<file path="src/rtl/nbf_pkg.sv">
package nbf_pkg;

  typedef struct packed {
    logic       ce_n;
    logic       cle;
    logic       ale;
    logic       we_n;
    logic       re_n;
    logic       wp_n;
    logic [7:0] io;
  } pins_t;

  localparam pins_t PINS_IDLE = '{ce_n: 1'b1, cle: 1'b0, ale: 1'b0, we_n: 1'b1,
                                 re_n: 1'b1, wp_n: 1'b0, io: 8'h00};

  typedef enum logic [1:0] {SET_NONE, SET_READ, SET_PROG, SET_ERASE} setup_e;
  typedef enum logic [1:0] {OP_READ, OP_PROG, OP_ERASE} op_e;

  localparam logic [7:0] CMD_READ_SETUP  = 8'h00;
  localparam logic [7:0] CMD_READ_GO     = 8'h30;
  localparam logic [7:0] CMD_PROG_SETUP  = 8'h80;
  localparam logic [7:0] CMD_PROG_GO     = 8'h10;
  localparam logic [7:0] CMD_ERASE_SETUP = 8'h60;
  localparam logic [7:0] CMD_ERASE_GO    = 8'hD0;
  localparam logic [7:0] CMD_RESET       = 8'hFF;

endpackage

</file>
<file path="src/rtl/nbf_sync.sv">
module nbf_sync #(
  parameter int              WIDTH   = 8,
  parameter int              STAGES  = 2,
  parameter logic [WIDTH-1:0] RST_VAL = '0
) (
  input  logic             clk,
  input  logic             rst_n,
  input  logic [WIDTH-1:0] din,
  output logic [WIDTH-1:0] dout
);

  logic [WIDTH-1:0] stg [STAGES];

  always_ff @(posedge clk or negedge rst_n) begin
    if (!rst_n) begin
      for (int s = 0; s < STAGES; s++) stg[s] <= RST_VAL;
    end else begin
      stg[0] <= din;
      for (int s = 1; s < STAGES; s++) stg[s] <= stg[s-1];
    end
  end

  assign dout = stg[STAGES-1];

endmodule

</file>
<file path="src/rtl/nbf_cycle_decode.sv">
module nbf_cycle_decode (
  input  logic       clk,
  input  logic       rst_n,
  input  logic       ce_n,
  input  logic       cle,
  input  logic       ale,
  input  logic       we_n,
  input  logic       re_n,
  input  logic [7:0] io,
  output logic       cmd_evt,
  output logic       addr_evt,
  output logic       data_evt,
  output logic       rd_evt,
  output logic [7:0] byte_o
);

  logic we_q, re_q;
  logic we_rise, re_fall, sel;

  always_ff @(posedge clk or negedge rst_n) begin
    if (!rst_n) begin
      we_q <= 1'b1;
      re_q <= 1'b1;
    end else begin
      we_q <= we_n;
      re_q <= re_n;
    end
  end

  assign sel      = !ce_n;
  assign we_rise  = we_n & !we_q;
  assign re_fall  = !re_n & re_q;

  assign cmd_evt  = sel & we_rise &  cle & !ale;
  assign addr_evt = sel & we_rise & !cle &  ale;
  assign data_evt = sel & we_rise & !cle & !ale;
  assign rd_evt   = sel & re_fall;
  assign byte_o   = io;

endmodule

</file>
<file path="src/rtl/nbf_page_buf.sv">
module nbf_page_buf #(
  parameter int PAGE_BYTES = 16,
  localparam int COL_W     = $clog2(PAGE_BYTES)
) (
  input  logic             clk,
  input  logic             rst_n,
  input  logic             wr_en,
  input  logic [COL_W-1:0] waddr,
  input  logic [7:0]       wdata,
  input  logic             fill,
  input  logic [COL_W-1:0] raddr,
  output logic [7:0]       rdata
);

  logic [7:0] mem [PAGE_BYTES];

  always_ff @(posedge clk or negedge rst_n) begin
    if (!rst_n) begin
      for (int i = 0; i < PAGE_BYTES; i++) mem[i] <= 8'hFF;
    end else if (fill) begin
      for (int i = 0; i < PAGE_BYTES; i++) mem[i] <= 8'hFF;
    end else if (wr_en) begin
      mem[waddr] <= wdata;
    end
  end

  assign rdata = mem[raddr];

  assert_fill_excl_R9: assert property (@(posedge clk) disable iff (!rst_n)
    !(fill && wr_en));

endmodule

</file>
<file path="src/rtl/nbf_busy_timer.sv">
module nbf_busy_timer #(
  parameter int CYCLES = 20,
  localparam int CW    = $clog2(CYCLES + 1)
) (
  input  logic clk,
  input  logic rst_n,
  input  logic start,
  output logic ready,
  output logic done
);

  logic [CW-1:0] cnt;

  always_ff @(posedge clk or negedge rst_n) begin
    if (!rst_n) begin
      ready <= 1'b1;
      cnt   <= '0;
    end else if (ready) begin
      if (start) begin
        ready <= 1'b0;
        cnt   <= CW'(CYCLES - 1);
      end
    end else if (cnt == '0) begin
      ready <= 1'b1;
    end else begin
      cnt <= cnt - 1'b1;
    end
  end

  assign done = !ready && (cnt == '0);

  assert_count_bound_R8: assert property (@(posedge clk) disable iff (!rst_n)
    !ready |-> (cnt < CW'(CYCLES)));

  assert_release_R8: assert property (@(posedge clk) disable iff (!rst_n)
    $rose(ready) |-> ($past(cnt) == '0));

endmodule

</file>
<file path="src/rtl/nand_bus_frontend.sv">
module nand_bus_frontend #(
  parameter int PAGE_BYTES  = 16,
  parameter int COL_CYCLES  = 1,
  parameter int ROW_CYCLES  = 2,
  parameter int BUSY_CYCLES = 20,
  parameter int SYNC_STAGES = 2,
  localparam int COL_W       = $clog2(PAGE_BYTES),
  localparam int ROW_W       = 8 * ROW_CYCLES
) (
  input  logic             clk,
  input  logic             rst_n,
  input  logic             ce_n,
  input  logic             cle,
  input  logic             ale,
  input  logic             we_n,
  input  logic             re_n,
  input  logic             wp_n,
  input  logic [7:0]       io_in,
  output logic [7:0]       io_out,
  output logic             io_oe,
  output logic             rb_drive_low,
  output logic             standby,
  output logic [ROW_W-1:0] row_addr
);
  import nbf_pkg::*;

  localparam int ADDR_CYCLES = COL_CYCLES + ROW_CYCLES;
  localparam int IDX_W       = $clog2(ADDR_CYCLES + 1);
  localparam int PW          = $bits(pins_t);

  pins_t pins_raw, pins_s;
  logic  cmd_evt, addr_evt, data_evt, rd_evt;
  logic [7:0] byte_s, rdata;
  logic  ready, done, start;
  op_e   op_sel, op_q;
  setup_e setup;
  logic  armed;
  logic [IDX_W-1:0] idx;
  logic [COL_W-1:0] col, col_nxt;
  logic [ROW_W-1:0] row_nxt;
  logic  buf_wr, buf_fill;

  assign pins_raw = '{ce_n: ce_n, cle: cle, ale: ale, we_n: we_n,
                      re_n: re_n, wp_n: wp_n, io: io_in};

  nbf_sync #(.WIDTH(PW), .STAGES(SYNC_STAGES), .RST_VAL(PINS_IDLE)) u_sync (
    .clk(clk), .rst_n(rst_n), .din(pins_raw), .dout(pins_s)
  );

  nbf_cycle_decode u_dec (
    .clk(clk), .rst_n(rst_n),
    .ce_n(pins_s.ce_n), .cle(pins_s.cle), .ale(pins_s.ale),
    .we_n(pins_s.we_n), .re_n(pins_s.re_n), .io(pins_s.io),
    .cmd_evt(cmd_evt), .addr_evt(addr_evt), .data_evt(data_evt),
    .rd_evt(rd_evt), .byte_o(byte_s)
  );

  nbf_busy_timer #(.CYCLES(BUSY_CYCLES)) u_timer (
    .clk(clk), .rst_n(rst_n), .start(start), .ready(ready), .done(done)
  );

  // confirm decode: only a matching, still-armed setup starts the array
  always_comb begin
    start  = 1'b0;
    op_sel = OP_READ;
    if (cmd_evt && ready) begin
      unique case (byte_s)
        CMD_READ_GO: begin
          start  = (setup == SET_READ);
          op_sel = OP_READ;
        end
        CMD_PROG_GO: begin
          start  = (setup == SET_PROG) && armed && pins_s.wp_n;
          op_sel = OP_PROG;
        end
        CMD_ERASE_GO: begin
          start  = (setup == SET_ERASE) && armed && pins_s.wp_n;
          op_sel = OP_ERASE;
        end
        default: start = 1'b0;
      endcase
    end
  end

  // address byte steering: column bytes first, then row bytes
  always_comb begin
    col_nxt = col;
    row_nxt = row_addr;
    for (int b = 0; b < COL_W; b++)
      if (int'(idx) == b / 8) col_nxt[b] = byte_s[b % 8];
    for (int j = 0; j < ROW_CYCLES; j++)
      if (int'(idx) == COL_CYCLES + j) row_nxt[8*j +: 8] = byte_s;
  end

  assign buf_wr   = data_evt && ready && (setup == SET_PROG);
  assign buf_fill = done && (op_q == OP_ERASE);

  nbf_page_buf #(.PAGE_BYTES(PAGE_BYTES)) u_page (
    .clk(clk), .rst_n(rst_n),
    .wr_en(buf_wr), .waddr(col), .wdata(byte_s),
    .fill(buf_fill), .raddr(col), .rdata(rdata)
  );

  always_ff @(posedge clk or negedge rst_n) begin
    if (!rst_n) begin
      setup    <= SET_NONE;
      armed    <= 1'b0;
      idx      <= '0;
      col      <= '0;
      row_addr <= '0;
      io_out   <= 8'h00;
      op_q     <= OP_READ;
    end else begin
      if (ready) begin
        if (cmd_evt) begin
          idx <= '0;
          unique case (byte_s)
            CMD_READ_SETUP:  setup <= SET_READ;
            CMD_PROG_SETUP: begin
              setup <= SET_PROG;
              armed <= pins_s.wp_n;
            end
            CMD_ERASE_SETUP: begin
              setup <= SET_ERASE;
              armed <= pins_s.wp_n;
            end
            CMD_RESET: begin
              setup <= SET_NONE;
              armed <= 1'b0;
              col   <= '0;
            end
            default: setup <= SET_NONE;
          endcase
        end
        if (addr_evt && (int'(idx) < ADDR_CYCLES)) begin
          idx      <= idx + 1'b1;
          col      <= col_nxt;
          row_addr <= row_nxt;
        end
        if (buf_wr) col <= col + 1'b1;
        if (rd_evt) begin
          io_out <= rdata;
          col    <= col + 1'b1;
        end
      end
      if (start) op_q <= op_sel;
      if (!pins_s.wp_n) armed <= 1'b0;
    end
  end

  assign io_oe        = !pins_s.ce_n && !pins_s.re_n && ready;
  assign standby      =  pins_s.ce_n && ready;
  assign rb_drive_low = !ready;

  assert_busy_start_R2: assert property (@(posedge clk) disable iff (!rst_n)
    $fell(ready) |-> $past(cmd_evt));

  assert_read_step_R6: assert property (@(posedge clk) disable iff (!rst_n)
    (rd_evt && ready) |=> (col == $past(col) + 1'b1));

  assert_col_frozen_R8: assert property (@(posedge clk) disable iff (!rst_n)
    !ready |=> $stable(col));

  assert_wp_disarm_R10: assert property (@(posedge clk) disable iff (!rst_n)
    !pins_s.wp_n |=> !armed);

endmodule

</file>
<file path="config.mk">
export PLATFORM = sky130hd
export DESIGN_NAME = nand_bus_frontend
export DESIGN_NICKNAME = d
export VERILOG_FILES = /design/src/rtl/nbf_pkg.sv /design/src/rtl/nbf_sync.sv /design/src/rtl/nbf_cycle_decode.sv /design/src/rtl/nbf_page_buf.sv /design/src/rtl/nbf_busy_timer.sv /design/src/rtl/nand_bus_frontend.sv
export SDC_FILE = /design/constraint.sdc
export NUM_CORES = 1
export LEC_CHECK = 0
export CAP_MARGIN = 20
export CORE_ASPECT_RATIO = 1.75
export CORE_UTILIZATION = 58
export CTS_CLUSTER_SIZE = 16
export DETAILED_ROUTE_END_ITERATION = 7
export GPL_TIMING_DRIVEN = 1
export PLACE_DENSITY = 0.84
export REMOVE_ABC_BUFFERS = 1
export SYNTH_ARGS = -nofsm -noshare
export SYNTH_HDL_FRONTEND = slang
export SYNTH_SLANG_ARGS = --single-unit
</file>
<file path="constraint.sdc">
create_clock -name clk -period 2.6 [get_ports clk]
set_input_delay 0.26 -clock clk [delete_from_list [all_inputs] [get_ports clk]]
set_output_delay 0.26 -clock clk [all_outputs]
set_load 0.1 [all_outputs]
</file>
# Word-level counts from Yosys, hierarchy flattened
# Cells that the tools add are included.
[word_totals]
output_inout_bits = 27
in_bits = 16
wordCells = 134
register_bits = 199
[classes]
n_eq_ne = 18
bitwise = 10
n_addsub = 3
reduce_logical = 36
mux = 34
magnitude_cmp = 3
[ops]
columns = ["operator", "count"]
rows = [
  ["128-bit 2-to-1 mux", 2],
  ["128-bit bitwise mux", 1],
  ["8-bit binary-select mux with 4-bit select", 1],
  ["8-bit demux with 4-bit select", 1],
  ["8-bit equality test, second input constant", 3],
  ["8-bit 2-to-1 mux", 3],
  ["4-bit 2-to-1 mux", 5],
  ["5-bit 2-to-1 mux", 3],
  ["1-bit logical AND", 14],
  ["1-bit 2-to-1 mux", 11],
  ["2-bit equality test, second input constant", 5],
  ["1-bit AND", 9],
  ["3-bit AND reduction", 3],
  ["8-bit by 5-bit equality test with 1-bit output, second input constant", 1],
  ["8-bit by 6-bit equality test with 1-bit output, second input constant", 1],
  ["8-bit by 7-bit equality test with 1-bit output, second input constant", 1],
  ["8-bit zero test", 1],
  ["2-bit AND reduction", 4],
  ["4-bit nonzero test", 2],
  ["1-bit zero test", 6],
  ["2-bit 2-to-1 mux", 3],
  ["2-bit case mux with 3 select lines", 1],
  ["5-bit greater-or-equal comparator, second input constant", 1],
  ["5-bit zero test", 1],
  ["other kinds (18)", 21],
]

# Longest topological paths before layout
[depth]
ltp_word = 9
mapped_depth = 9
depth_no_buf = 7

# Modules after synthesis
# Synthesis repeated with hierarchy kept, for this count alone.
[unflattened]
hier_cells = 736
area_unflattened_um2 = 9659.3
[modules_own_cells]
columns = ["mod", "instances", "area_per_inst_um2", "cells_each", "seq_area_each_um2"]
rows = [
  ["nbf_page_buf", 1, 6676.4, 510, 3363.2],
  ["nand_bus_frontend", 1, 1707.9, 144, 875.8],
  ["nbf_sync", 1, 813.3, 42, 708.2],
  ["nbf_busy_timer", 1, 291.5, 25, 151.4],
  ["nbf_cycle_decode", 1, 170.2, 15, 52.6],
]

# Least setup slack after synthesis
# Ideal clock, no wire load.
[synth_timing]
path_type = "flip-flop to output port"
start = "reg u_timer.ready"
end = "out io_oe"
arrival_ps = 2888
n_path_buf = 0
stages_incl_launch_ff = 3
setup_slack_ps = -548
path_cell_list = "dfstp_2 > inv_2 > nor3_1"
[synth_via]
elab_chain_len = 1
[synth_lines]
columns = ["element", "line", "source"]
rows = [
  ["start, declared", "nbf_busy_timer.sv:8", "output logic ready,"],
  ["start signal, assigned", "nbf_busy_timer.sv:16", "ready <= 1'b1;"],
  ["start signal, assigned", "nbf_busy_timer.sv:20", "ready <= 1'b0;"],
  ["start signal, assigned", "nbf_busy_timer.sv:24", "ready <= 1'b1;"],
  ["1-bit logical AND", "nand_bus_frontend.sv:151", "assign io_oe = !pins_s.ce_n && !pins_s.re_n && ready;"],
  ["end, declared", "nand_bus_frontend.sv:20", "output logic io_oe,"],
]
# No other way between the ends.

# Worst setup path after layout
[layout_timing]
start = "reg col[1]"
end = "reg u_page.mem[79] (netlist bit)"
[layout_via]
elab_chain_len = 8
word_cells_on_any_way = 9
[layout_lines]
columns = ["element", "line", "source"]
rows = [
  ["start, declared", "nand_bus_frontend.sv:39", "logic [COL_W-1:0] col, col_nxt;"],
  ["start signal, assigned", "nand_bus_frontend.sv:137", "col <= col_nxt;"],
  ["start signal, assigned", "nand_bus_frontend.sv:140", "if (buf_wr) col <= col + 1'b1;"],
  ["start signal, assigned", "nand_bus_frontend.sv:143", "col <= col + 1'b1;"],
  ["4-bit inverter with 5-bit output (implied by the code) (*)", "nbf_page_buf.sv:23", "mem[waddr] <= wdata;"],
  ["5-bit greater-or-equal comparator (implied by the code) or 5-bit by 1-bit < comparator with 1-bit output (tied branches)", "nbf_page_buf.sv:23", ""],
  ["1-bit logical AND (implied by the code)", "nbf_page_buf.sv:23", ""],
  ["8-bit 2-to-1 mux (implied by the code)", "nbf_page_buf.sv:23", ""],
  ["8-bit demux with 4-bit select (*)", "nbf_page_buf.sv:23", ""],
  ["128-bit bitwise mux (*)", "nbf_page_buf.sv:23", ""],
  ["128-bit 2-to-1 mux (*)", "nbf_page_buf.sv:22", "end else if (wr_en) begin"],
  ["128-bit 2-to-1 mux (*)", "nbf_page_buf.sv:20", "end else if (fill) begin"],
  ["end signal, assigned by index", "nbf_page_buf.sv:23", ""],
  ["end, declared", "nbf_page_buf.sv:15", "logic [7:0] mem [PAGE_BYTES];"],
]
# Mark *: on every way between the ends. The rest lies on a longest branch, timed or not. The select of a mux whose other input is x is not followed.
# A chain may end at the register's enable or synchronous reset.

==> key figures <==
Pwr
  – Leakage: 5.74 nW
  – VDD IR-drop max: 0.629 mV
  – Power, Total: 7.23 mW
  – Power per cell area: 684 nW/um^2

Floorplan
  – Core Area: 15800 um^2
  – IO Count: 43
  – Die width: 97.9 um
  – Die H: 170 um
  – Core Rows: 61
  – Total die area: 16600 um^2
  – Initial core utilization: 59.1%

Critical path
  – Data arrival, critical path: 2.55 ns
  – Reg2Reg Depth: 5
  – CP Data Required Time: 2.93 ns
  – Crit Path Category: flop to flop
  – Startpoint Class: flop
  – Worst Setup End Kind: flop
  – Worst-case register-to-register setup slack: 0.38 ns
  – Worst-path fanout max: 15

Timing
  – Worst Skew: 0.0166 ns
  – Achievable Freq: 0.451 GHz
  – Final worst path period share: 85.4%
  – Setup ws final: 0.380 ns
  – Max Slew Vio Count: 0
  – Slew headroom: 49.4%
  – Count of final hold-check violations: 0
  – Fin Setup TNS: 0 ns
  – Hold slack: 0.231 ns
  – Setup-failing EPs final: 0
  – Worst Tran Pin Value: 0.756 ns
  – Minimum clock period: 2.22 ns
  – RSZ-0062 raised after global routing: no

Cells and area
  – Multi-input gate area: 3960 um^2
  – Final Non-Filler Cells: 983
  – Nets: 807
  – Layout area overhead: 13.2%
  – FF+latch area: 5150 um^2
  – Finished Core Util: 67.0%
  – Layout filler cell count: 1047
  – Commonest non-fill, non-tap cell in the layout: nand2_1
  – N_diodes: 0
  – Layout cell share with drive strength beyond 1: 37.2%
  – Most frequent cells in the layout: nand2_1, dfstp_2, mux2i_1
  – Design Area, Final: 10600 um^2

Drt
  – # DRC: 0
  – Antenna Violating Nets Remaining: 0
  – Drt initial violations: 466
  – Drt total wl: 21.5 mm
  – Via density: 6.27
  – Pre-antenna DRT Iters: 6
  – WL per Instance: 21.9 um
  – Number of vias in the routed layout: 6165

Yosys
  – Asr flop ratio synth: 100%
  – Ys flop type: dfstp_2
  – Flops & latches, synth: 199
  – Post-synthesis cell count: 745
  – Cell area after synthesis: 9340 um^2
  – EDFF count, synth: 0
  – Mean Syn Cell Area: 12.5 um^2
  – Synth warn: 0
  – Seq/Total Area, Yosys: 55.1%
  – Netlist cell types: 52

CTS
  – Post-CTS Resized: 0
  – Clock-pin slew of the registers on the worst-case setup and hold paths: 0.07 ns
  – TritonCTS clock tree: done
  – H-Tree Depth: 4
  – CTS Buf Count: 17
  – Clock sink count: 199
  – Clk Tree Root Cell: clkbuf_16
  – Clk_lat worst skew: 0.44 ns
  – Clk buf depth: 2

Placement
  – Placed insts: 950
  – Placed inst area: 9950 um^2
  – Setup WS pre-CTS: 0.451 ns
  – HPWL after DPL: 14.7 mm
  – Port Buffers: 42
  – Placer Congestion: 0.935

Global routing
  – Vias in the first global route: 6568
  – Global-route wire length before repair: 34.7 mm
  – Largest net degree at the start of global routing: 82
  – GRT Total Usage: 27.5%
  – Initial antenna violation count: 0
  – Total grt overflow: 0

Outcome
  – Status: completed

Min path
  – Hold Path Depth: 1
  – HP Class: input port to flop

Job
  – Max_cap viols: 0
==> where the power goes <==
group          switching, mW  internal [mW]  leakage, nW
Clock                   1.25           1.47        0.296
Sequential             0.121           3.21         2.21
Combinational          0.862          0.323         3.24
==> state kept, by name, indices dropped and copies added (netlist names), 4 cells and up <==
| register | cells |
|---|---|
| col | 4 |
| io_out | 8 |
| row_addr | 16 |
| u_page.mem | 128 |
| u_sync.dout | 14 |
| u_sync.stg | 14 |
| u_timer.cnt | 5 |
==> Yosys cell counts, types with 2 or more instances <==
master    count  share of area [%]
nor3_1        7               0.37
nor2_1       33                1.3
ha_1         10                1.3
mux2_2       17                2.0
mux4_2       32                7.7
and4_1        2               0.19
a22oi_1       9               0.72
nand3_4      15                2.8
nor2b_1       2               0.13
dfrtp_1      62                 17
xor2_1        2               0.19
mux2i_1     124                 13
o21ai_0       5               0.27
nor4_1        3               0.20
clkbuf_1     33                1.3
nand4_1       2               0.13
buf_2         7               0.37
and3_1        6               0.40
o21ai_1      14               0.75
dfstp_2     137                 39
buf_6         2               0.24
inv_2         2              0.080
nand2_1     158                6.3
a31oi_1       4               0.27
inv_1         8               0.32
nand3_1       9               0.48
a21oi_1      11               0.59
buf_1         4               0.16
buf_4         2               0.16
==> critical path: stages (launching register included) <==
cell	delay [ns]
dfrtp_1	0.75
buf_4	0.32
ha_1	0.43
nand3_4	0.28
mux2i_1	0.25
nand2_1	0.10
==> layer usage <==
metal | wire length (um) | up-vias | track usage, %
li1 | - | 2677 | -
met4 | 1060 | 0 | 16.7
met5 | 0 | - | 0
met3 | 707 | 71 | 4.11
met2 | 12000 | 195 | 49.3
met1 | 7800 | 3222 | 30.7
==> what timing repair did <==
item	CTS	global route
hold buffers	1	0
endpoints found under the setup margin	0	0
endpoints found under the hold margin	49	0
buffers inserted	0	0
==> layout make-up <==
class	count	share of cell area, %
Sequential cell	199	48.7
Multi-Input combinational cell	488	37.4
Timing Repair Buffer	65	5.50
Clock buffer	18	4.06
Tap cell	189	2.24
Clock inverter	14	1.74
Inverter	10	0.355
==> final timing paths <==
check / startpoint / to
setup / recovery: col[1] / u_page.mem[79]
max in group asynchronous: rst_n / u_page.mem[75]
min in group asynchronous: rst_n / u_sync.stg[21]
hold reg to reg: u_sync.stg[16] / u_sync.dout[2]
setup reg to reg: col[1] / u_page.mem[79]
hold / removal: re_n / u_sync.stg[23]
==> cell families (layout without fill, tap and decap cells) <==
kind of cell	Yosys count	in the layout	synth area share (%)
buffers and inverters	58	107	2.66
xor gates and xnor gates	2	2	0.188
AOI/OAI and AO/OA	51	51	3.45
DFF	199	199	55.1
muxes	174	174	23.2
adders and majority gates	10	10	1.34
and+or+nand+nor	251	251	14.0
No activity file was read; power rests on OpenSTA's default activity.
